**config.mk**
```make
export PLATFORM = sky130hd
export DESIGN_NAME = sector_erase_timer
export DESIGN_NICKNAME = d
export VERILOG_FILES = /design/src/rtl/secq_pkg.sv /design/src/rtl/secq_dpath.sv /design/src/rtl/secq_ctrl.sv /design/src/rtl/sector_erase_timer.sv
export SDC_FILE = /design/constraint.sdc
export NUM_CORES = 1
export LEC_CHECK = 0
export BUFFER_PORTS_ARGS = -buffer_cell sky130_fd_sc_hd__clkbuf_2
export CELL_PAD_IN_SITES_DETAIL_PLACEMENT = 0
export CELL_PAD_IN_SITES_GLOBAL_PLACEMENT = 2
export CORE_AREA = 2 2 91 58
export DETAILED_ROUTE_END_ITERATION = 10
export DIE_AREA = 0 0 93 60
export PLACE_DENSITY_LB_ADDON = 0.1
export SLEW_MARGIN = 20
export SYNTH_ARGS = -nofsm -noshare
export SYNTH_HDL_FRONTEND = slang
export SYNTH_SLANG_ARGS = --single-unit
```
**constraint.sdc**
```tcl
create_clock -name clk -period 2.9 [get_ports clk]
set_input_delay 0.145 -clock clk [delete_from_list [all_inputs] [get_ports clk]]
set_output_delay 0.145 -clock clk [all_outputs]
set_load 0.1 [all_outputs]
```
**src/rtl/secq_pkg.sv**
```systemverilog
package secq_pkg;

  typedef enum logic [1:0] {
    ST_READ   = 2'd0,
    ST_WINDOW = 2'd1,
    ST_LAUNCH = 2'd2,
    ST_RUN    = 2'd3
  } seqState_t;

  typedef struct packed {
    logic clrTimer;
    logic runTimer;
    logic addSector;
    logic clrMask;
  } dpCtl_t;

endpackage

```
**src/rtl/secq_dpath.sv**
```systemverilog
module secq_dpath
  import secq_pkg::*;
#(
  parameter int NUM_SECTORS = 16,
  parameter int SEC_W       = 4,
  parameter int TIMER_CYC   = 8000
) (
  input  logic                   clk,
  input  logic                   rstN,
  input  dpCtl_t                 ctl,
  input  logic [SEC_W-1:0]       secIdx,
  output logic [NUM_SECTORS-1:0] pendMask,
  output logic                   secValid,
  output logic                   timerDone
);
  localparam int TW = (TIMER_CYC > 1) ? $clog2(TIMER_CYC) : 1;
  localparam logic [TW-1:0] LAST = TW'(TIMER_CYC - 1);

  logic [TW-1:0]          tmr;
  logic [NUM_SECTORS-1:0] secBit;

  assign secValid  = 32'(secIdx) < NUM_SECTORS;
  assign timerDone = (tmr == LAST);

  // One-hot decode of the sector index into the bitmap
  always_comb begin
    secBit = '0;
    for (int i = 0; i < NUM_SECTORS; i++)
      if (32'(secIdx) == i) secBit[i] = 1'b1;
  end

  always_ff @(posedge clk or negedge rstN) begin
    if (!rstN) begin
      pendMask <= '0;
    end else if (ctl.clrMask) begin
      pendMask <= '0;
    end else if (ctl.addSector) begin
      pendMask <= pendMask | secBit;
    end
  end

  always_ff @(posedge clk or negedge rstN) begin
    if (!rstN) begin
      tmr <= '0;
    end else if (ctl.clrTimer) begin
      tmr <= '0;
    end else if (ctl.runTimer && !timerDone) begin
      tmr <= tmr + 1'b1;
    end
  end

  // the window counter never runs past its last value
  a_r4_timer_bound: assert property (@(posedge clk) disable iff (!rstN)
    32'(tmr) < TIMER_CYC);

  // without a clear, queued bits are never lost
  a_r3_mask_grows: assert property (@(posedge clk) disable iff (!rstN)
    !ctl.clrMask |=> ((pendMask & $past(pendMask)) == $past(pendMask)));

endmodule

```
**src/rtl/secq_ctrl.sv**
```systemverilog
module secq_ctrl
  import secq_pkg::*;
#(
  parameter logic [7:0] ERASE_CODE   = 8'h30,
  parameter logic [7:0] SUSPEND_CODE = 8'hB0
) (
  input  logic       clk,
  input  logic       rstN,
  input  logic       wrEn,
  input  logic [7:0] cmdCode,
  input  logic       secValid,
  input  logic       timerDone,
  input  logic       engDone,
  output dpCtl_t     ctl,
  output logic       startPulse,
  output logic       windowExpired,
  output logic       abortRead
);
  seqState_t state, nextState;
  logic wrPrev, wrEdge, isErase, isSuspend, abortNext;

  assign wrEdge    = wrEn && !wrPrev;
  assign isErase   = (cmdCode == ERASE_CODE);
  assign isSuspend = (cmdCode == SUSPEND_CODE);

  always_comb begin
    nextState = state;
    ctl       = '0;
    abortNext = 1'b0;
    case (state)
      ST_READ: begin
        if (wrEdge && isErase && secValid) begin
          ctl.addSector = 1'b1;
          ctl.clrTimer  = 1'b1;
          nextState     = ST_WINDOW;
        end
      end
      ST_WINDOW: begin
        ctl.clrTimer = wrEn;
        ctl.runTimer = !wrEn;
        if (wrEdge) begin
          if (isErase) begin
            ctl.addSector = secValid;
          end else if (!isSuspend) begin
            ctl.clrMask = 1'b1;
            abortNext   = 1'b1;
            nextState   = ST_READ;
          end
        end else if (!wrEn && timerDone) begin
          nextState = ST_LAUNCH;
        end
      end
      ST_LAUNCH: begin
        ctl.clrMask = 1'b1;
        nextState   = ST_RUN;
      end
      default: begin
        if (engDone) nextState = ST_READ;
      end
    endcase
  end

  always_ff @(posedge clk or negedge rstN) begin
    if (!rstN) begin
      state     <= ST_READ;
      wrPrev    <= 1'b0;
      abortRead <= 1'b0;
    end else begin
      state     <= nextState;
      wrPrev    <= wrEn;
      abortRead <= abortNext;
    end
  end

  assign startPulse    = (state == ST_LAUNCH);
  assign windowExpired = (state == ST_LAUNCH) || (state == ST_RUN);

  // launch lasts one cycle
  a_r5_single_launch: assert property (@(posedge clk) disable iff (!rstN)
    startPulse |=> !startPulse);

  // an abort never coincides with a launch or an expired window
  a_r7_abort_exclusive: assert property (@(posedge clk) disable iff (!rstN)
    abortRead |-> (!startPulse && !windowExpired));

  // expired status holds until the engine reports completion
  a_r6_expired_hold: assert property (@(posedge clk) disable iff (!rstN)
    (windowExpired && !engDone) |=> windowExpired);

  // the launch is preceded by a cycle with the strobe low
  a_r4_launch_after_quiet: assert property (@(posedge clk) disable iff (!rstN)
    $rose(startPulse) |-> !$past(wrEn));

endmodule

```
**src/rtl/sector_erase_timer.sv**
```systemverilog
module sector_erase_timer
  import secq_pkg::*;
#(
  parameter int          NUM_SECTORS  = 16,
  parameter int          CLK_HZ       = 100_000_000,
  parameter int          TIMEOUT_US   = 80,
  parameter logic [7:0]  ERASE_CODE   = 8'h30,
  parameter logic [7:0]  SUSPEND_CODE = 8'hB0,
  localparam int         SEC_W        = $clog2(NUM_SECTORS)
) (
  input  logic                   clk,
  input  logic                   rstN,
  input  logic                   wrEn,
  input  logic [7:0]             cmdCode,
  input  logic [SEC_W-1:0]       secIdx,
  input  logic                   engDone,
  output logic [NUM_SECTORS-1:0] pendMask,
  output logic                   startPulse,
  output logic                   windowExpired,
  output logic                   abortRead
);
  localparam longint unsigned CYC_L =
    (64'(CLK_HZ) * 64'(TIMEOUT_US) + 64'd999_999) / 64'd1_000_000;
  localparam int TIMER_CYC = (CYC_L < 1) ? 1 : int'(CYC_L);

  dpCtl_t ctl;
  logic   secValid, timerDone;

  secq_ctrl #(
    .ERASE_CODE  (ERASE_CODE),
    .SUSPEND_CODE(SUSPEND_CODE)
  ) uCtrl (
    .clk          (clk),
    .rstN         (rstN),
    .wrEn         (wrEn),
    .cmdCode      (cmdCode),
    .secValid     (secValid),
    .timerDone    (timerDone),
    .engDone      (engDone),
    .ctl          (ctl),
    .startPulse   (startPulse),
    .windowExpired(windowExpired),
    .abortRead    (abortRead)
  );

  secq_dpath #(
    .NUM_SECTORS(NUM_SECTORS),
    .SEC_W      (SEC_W),
    .TIMER_CYC  (TIMER_CYC)
  ) uDpath (
    .clk      (clk),
    .rstN     (rstN),
    .ctl      (ctl),
    .secIdx   (secIdx),
    .pendMask (pendMask),
    .secValid (secValid),
    .timerDone(timerDone)
  );

  // the bitmap is empty once the launch cycle is over
  a_r5_mask_cleared: assert property (@(posedge clk) disable iff (!rstN)
    startPulse |=> (pendMask == '0));

  // while erase runs nothing is queued
  a_r9_run_empty: assert property (@(posedge clk) disable iff (!rstN)
    (windowExpired && !startPulse) |-> (pendMask == '0));

endmodule

```
# [Word-level counts from Yosys, hierarchy flattened]
# Index checks and enable logic that the tools add are counted.
[totals] in_bits=16 elab_cells=84 register_bits=33 out_inout_bits=19
[classes] n_reduce_logical=14 mux=38 n_eq_ne=25 bitwise=1 n_addsub=1
[op_table] operator="$eq A4 B4 Y1 const B" n=8
[op_table] operator="$mux W16" n=2
[op_table] operator="$mux W13" n=2
[op_table] operator="$mux W1" n=23
[op_table] operator="$eq A4 B3 Y1 const B" n=4
[op_table] operator="$or A16 B16 Y16" n=1
[op_table] operator="$mux W2" n=7
[op_table] operator="$add A13 B1 Y13 const B" n=1
[op_table] operator="$eq A13 B13 Y1 const B" n=1
[op_table] operator="$eq A4 B2 Y1 const B" n=2
[op_table] operator="$eq A8 B6 Y1 const B" n=1
[op_table] operator="$eq A8 B8 Y1 const B" n=1
[op_table] operator="$ne A3 B3 Y1 const B" n=2
[op_table] operator="$pmux W1 S2" n=3
[op_table] operator="$pmux W2 S3" n=1
[op_table] operator="$reduce_and A5 Y1" n=1
[op_table] operator="$eq A2 B2 Y1 const B" n=2
[op_table] operator="$eq A4 B1 Y1 const B" n=1
[op_table] operator="$logic_and A1 B1 Y1" n=4
[op_table] operator="$logic_not A4 Y1" n=1
[op_table] operator="$reduce_bool A2 Y1" n=2
[op_table] operator="$reduce_bool A4 Y1" n=1
[op_table] operator="$logic_not A1 Y1" n=3
[op_table] operator="$ne A3 B1 Y1 const B" n=1
[op_table] operator="other kinds (4)" n=4

# [Depth between registers and ports, before layout]
[depth] depth_word=7 depth_mapped=7 mapped_depth_nobuf=6

# [Hierarchy]
# A second synthesis with hierarchy kept.
[hier_totals] hier_cells=171 hier_area_um2=1726.7
[by_module_without_submodules] module="secq_dpath" instances=1 cells_per_inst=129 seq_area_each_um2=725.7 area_per_inst_um2=1331.3
[by_module_without_submodules] module="secq_ctrl" instances=1 cells_per_inst=42 seq_area_each_um2=100.1 area_per_inst_um2=395.4

# [Least setup slack after synthesis]
# No wires, ideal clock.
[synth_timing] kind="register to register" start="register uCtrl.state[0]" end="register uDpath.pendMask[10]" arrival_ns=2.022 slack_ns=0.746 setup_ns=0.132 period_less_slack_ns=2.154 path_stages_with_launch=6 path_buffers=1 required_ns=2.768 path_cell_list="dfrtp_1 inv_1 ha_1 o21a_1 clkbuf_1 nor2_1"
[synth_between] elab_chain_len=3 elab_cells_between_ends=7
[synth_rtl] item="start: declaration" line_no="secq_ctrl.sv:19" rtl="seqState_t state, nextState;"
[synth_rtl] item="start signal: assignment" line_no="secq_ctrl.sv:69" rtl="state <= nextState;"
[synth_rtl] item="$eq A2 B2 Y1 *"
[synth_rtl] item="net startPulse" line_no="sector_erase_timer.sv:18" rtl="output logic startPulse,"
[synth_rtl] item="$pmux W1 S2 *" line_no="secq_ctrl.sv:30" rtl="case (state)"
[synth_rtl] item="$mux W16 or $reduce_bool A2 Y1 (tied branches)"
[synth_rtl] item="end signal: assignment" line_no="secq_dpath.sv:38" rtl="pendMask <= pendMask | secBit;"
[synth_rtl] item="end: declaration" line_no="secq_dpath.sv:12" rtl="output logic [NUM_SECTORS-1:0] pendMask,"
# The timed path passes the listed nets; every way through them passes the cells marked *.
# A chain may end at the register's enable or synchronous reset.

# [Worst setup path after layout]
[layout_timing] start="register uDpath.tmr[0]" end="register uDpath.tmr[3]"
[layout_between] elab_chain_len=4 elab_cells_between_ends=7
[layout_rtl] item="start: declaration" line_no="secq_dpath.sv:19" rtl="logic [TW-1:0] tmr;"
[layout_rtl] item="start signal: assignment" line_no="secq_dpath.sv:48" rtl="tmr <= tmr + 1'b1;"
[layout_rtl] item="parallel branches: the longest is 4 deep, another holds $add A13 B1 Y13"
# Several ways; the timed one is not identified. The select of a mux whose other input is x is not followed.

==> impl_results.md <==
* Sequential area share after synthesis at roughly half
* Max VDD drop at approximately 0.26 mV
* Post-DP HPWL at approximately 3.1 mm
* Max-cap viol count at 0
* Hold path depth at 1
* Crit. Startpoint: uDpath.tmr[0]$_DFFE_PN0P_
* Fraction of registers with async set/reset at between 90% and 100%
* Post-CTS sizing at 0
* Ranking of synthesized cells by area: dfrtp_1 (48%), a41oi_1 (6.1%), nor2_1 (4.6%)
* Top post-synthesis cells by count: dfrtp_1 (33), nor2_1 (21), a21oi_1 (12), a41oi_1 (12), inv_1 (8)
* EDFF count, synth at 0
* Switch share at a little over a third
* Setup TNS at 0 ns
* Residual DRC at 0
* Port bufs at 34
* Synthesis warning total at 0
* Syn Nets at between 150 and 200
* Worst skew pair latency at just under 0.3 ns
* P_int at 753.1 uW
* Core area at around 0.0048 mm^2
* Initial antenna violation count at 0
* Outcome: complete, no violations
* Gpl congestion at roughly 0.7
* Critical-path maximum fanout at 9
* RSZ-0062 raised after global routing: false
* Initial Utilization at a little over a third
* Initial drt markers at 90
* Worst r2r path cells at 6
* Syn-to-layout area delta at 19.34%
* Vias/cell at 5.368
* Vias in the first global route at approximately 1500
* Final Skew at between 0.007 and 0.008 ns
* CTS sink cnt at 33
* Full die area at approximately 0.0056 mm^2
* Relative slew slack at between 30% and 40%
* Routed wire length at 4.209 mm
* WL/cell at between 15 and 20 um
* CTS tree: yes
* Area leader, netlist: dfrtp_1
* Synth top area share at approximately 48%
* Hold Violations, Final at 0
* Largest net degree at the start of global routing at 34
* Diode count at 0
* Logic pwr share at 25.9%
* Post-synthesis register bit count at 33
* GRT Resource Usage Total at between 10% and 20%
* Clock power share at 29.3%
* Lkg Pwr at 0.0009216 uW
* GRT overflow at 0
* Root Driver: clkbuf_8
* Hold WS at roughly 0.076 ns
* Cell variety after synth at 42
* Via count at ~1400
* Power Total at 1165 uW
* Layout cell share with drive strength beyond 1 at a little over a quarter
* Post-layout minimum cycle time at 2.388 ns
* Fin crit share at between 80% and 90%
* First-pass GRT wire length at 7.479 mm
* Reg-to-Reg Start: uDpath.tmr[0]$_DFFE_PN0P_
* CTS Buf Count at 5
* Clock Path Buffers at 2
* Top achievable clock speed at ~420 MHz
* Die H at roughly 60 um
* FP Rows at 20
* Reg power frac at about 45%
* Synth Flop Type: dfrtp_1
* Min-delay worst type: primary input to flop
* Pre-antenna DRT Iters at 4
* Critical path class: flop to flop
* Synth Cell Area at roughly 0.0017 mm^2
* Count leader, synth: dfrtp_1
* Net Switching at 411.6 uW
* Slew Viols, Final at 0
* Hold Crit Start: wrEn
* Number of routed nets with antenna violations at 0
* Nature of the critical path startpoint: flop
* # H-tree levels at 2
* Critical Path End Type: flop
* Avg Cell Area, Syn at between 10 and 15 um^2
* Pwr dens at about 570 mW/mm^2
* Least-Margin Pin Slew at 1.033 ns
* Die X at 93 um
* Final nets at around 220
* Reg clk slew, reported paths at roughly 0.070 ns
* Top Ports at 35
* Mapped Cells at 163
* Worst EP arrival at between 2 and 3 ns
* Required time of the critical path at just over 3 ns
* Setup violators final at 0
==> power groups by stage <==
stage               registers, uW  logic [uW]  clock network (uW)
finish                        522         301                 341
global route                  528         340                 384
CTS                           522         306                 355
detailed placement            531         302                   0
global placement              527         298                   0
floorplan                     541         202                   0
==> cells in the final DEF, fill, tap and decap left out, types with 3 or more instances in the layout <==
cell	synthesis	final
clkbuf_2	0	34
dfrtp_1	33	33
nor2_1	21	21
a21oi_1	12	12
a41oi_1	12	12
inv_1	8	8
nand3_1	7	7
nand2_1	6	6
ha_1	6	6
clkbuf_8	0	5
nor3_1	4	4
o31ai_1	4	4
nor4_1	4	4
xnor2_1	4	4
or3_1	3	3
o41ai_1	3	3
o21ai_0	3	3
==> final cells by class <==
class	instances	area [um^2]
tap	66	82.58
multi-input combinational	118	833.3
inverter	8	30.03
clock buffer	5	68.82
timing repair buffer	36	187.7
fill	490	2759
sequential	33	825.8
clock inverter	3	17.52
==> critical path, stage by stage, from the launching register on <==
cell and delay [ns]:
dfrtp_1 0.39, ha_1 0.27, nand2_1 0.17, o41ai_1 0.96, buf_4 0.30, o21ai_0 0.09, a21oi_1 0.14
==> layer usage <==
metal / GRT usage (%) / routed length, um / vias to the layer above
li1: - / - / 692
met1: 25.97 / 2128 / 711
met2: 25.98 / 1810 / 33
met3: 4.918 / 214 / 8
met4: 6.303 / 55 / 0
met5: 0 / 0 / -
==> what timing repair did <==
| item | in CTS | in global routing |
|---|---|---|
| buffers inserted | 0 | 0 |
| hold endpoints to repair | 33 | 0 |
| hold buffers | 1 | 0 |
==> sequential cells by signal, indices dropped and copies added, names as in the netlist <==
register         count
uCtrl.abortRead      1
uCtrl.state          2
uDpath.pendMask     16
uDpath.tmr          13
uCtrl.wrPrev         1
==> metrics by stage <==
stage	setup slack [ns]	utilization [%]	std cells	area, um^2
floorplan	0.7456	-	163	1714
global placement	0.7177	40.57	260	1949
detailed placement	0.5508	40.57	260	1949
CTS	0.4882	42.58	269	2046
global route	0.2899	42.58	269	2046
finish	0.5119	42.58	269	2046
==> cell families after synthesis <==
family                   count (synthesis)  synth area share (%)
buffers and inverters                   12                 3.212
XOR/XNOR                                 4                 2.044
flip-flops                              33                 48.18
multiplexers                             1                0.5840
AND/OR/NAND/NOR                         64                 21.61
adder cells (fa/ha/maj)                  6                 4.379
AO/OA/AOI/OAI                           43                 20.00
==> path summary, 6_finish.rpt <==
kind	end	slack, ns
max in group asynchronous	uDpath.pendMask[5]$_DFFE_PN0P_	1.89
max reg2reg	uDpath.tmr[3]$_DFFE_PN0P_	0.51
min reg2reg	uDpath.pendMask[14]$_DFFE_PN0P_	0.50
min	uCtrl.wrPrev$_DFF_PN0_	0.08
min in group asynchronous	uDpath.pendMask[12]$_DFFE_PN0P_	0.49
max	uDpath.tmr[3]$_DFFE_PN0P_	0.51
(Power assumes the default switching activity.)
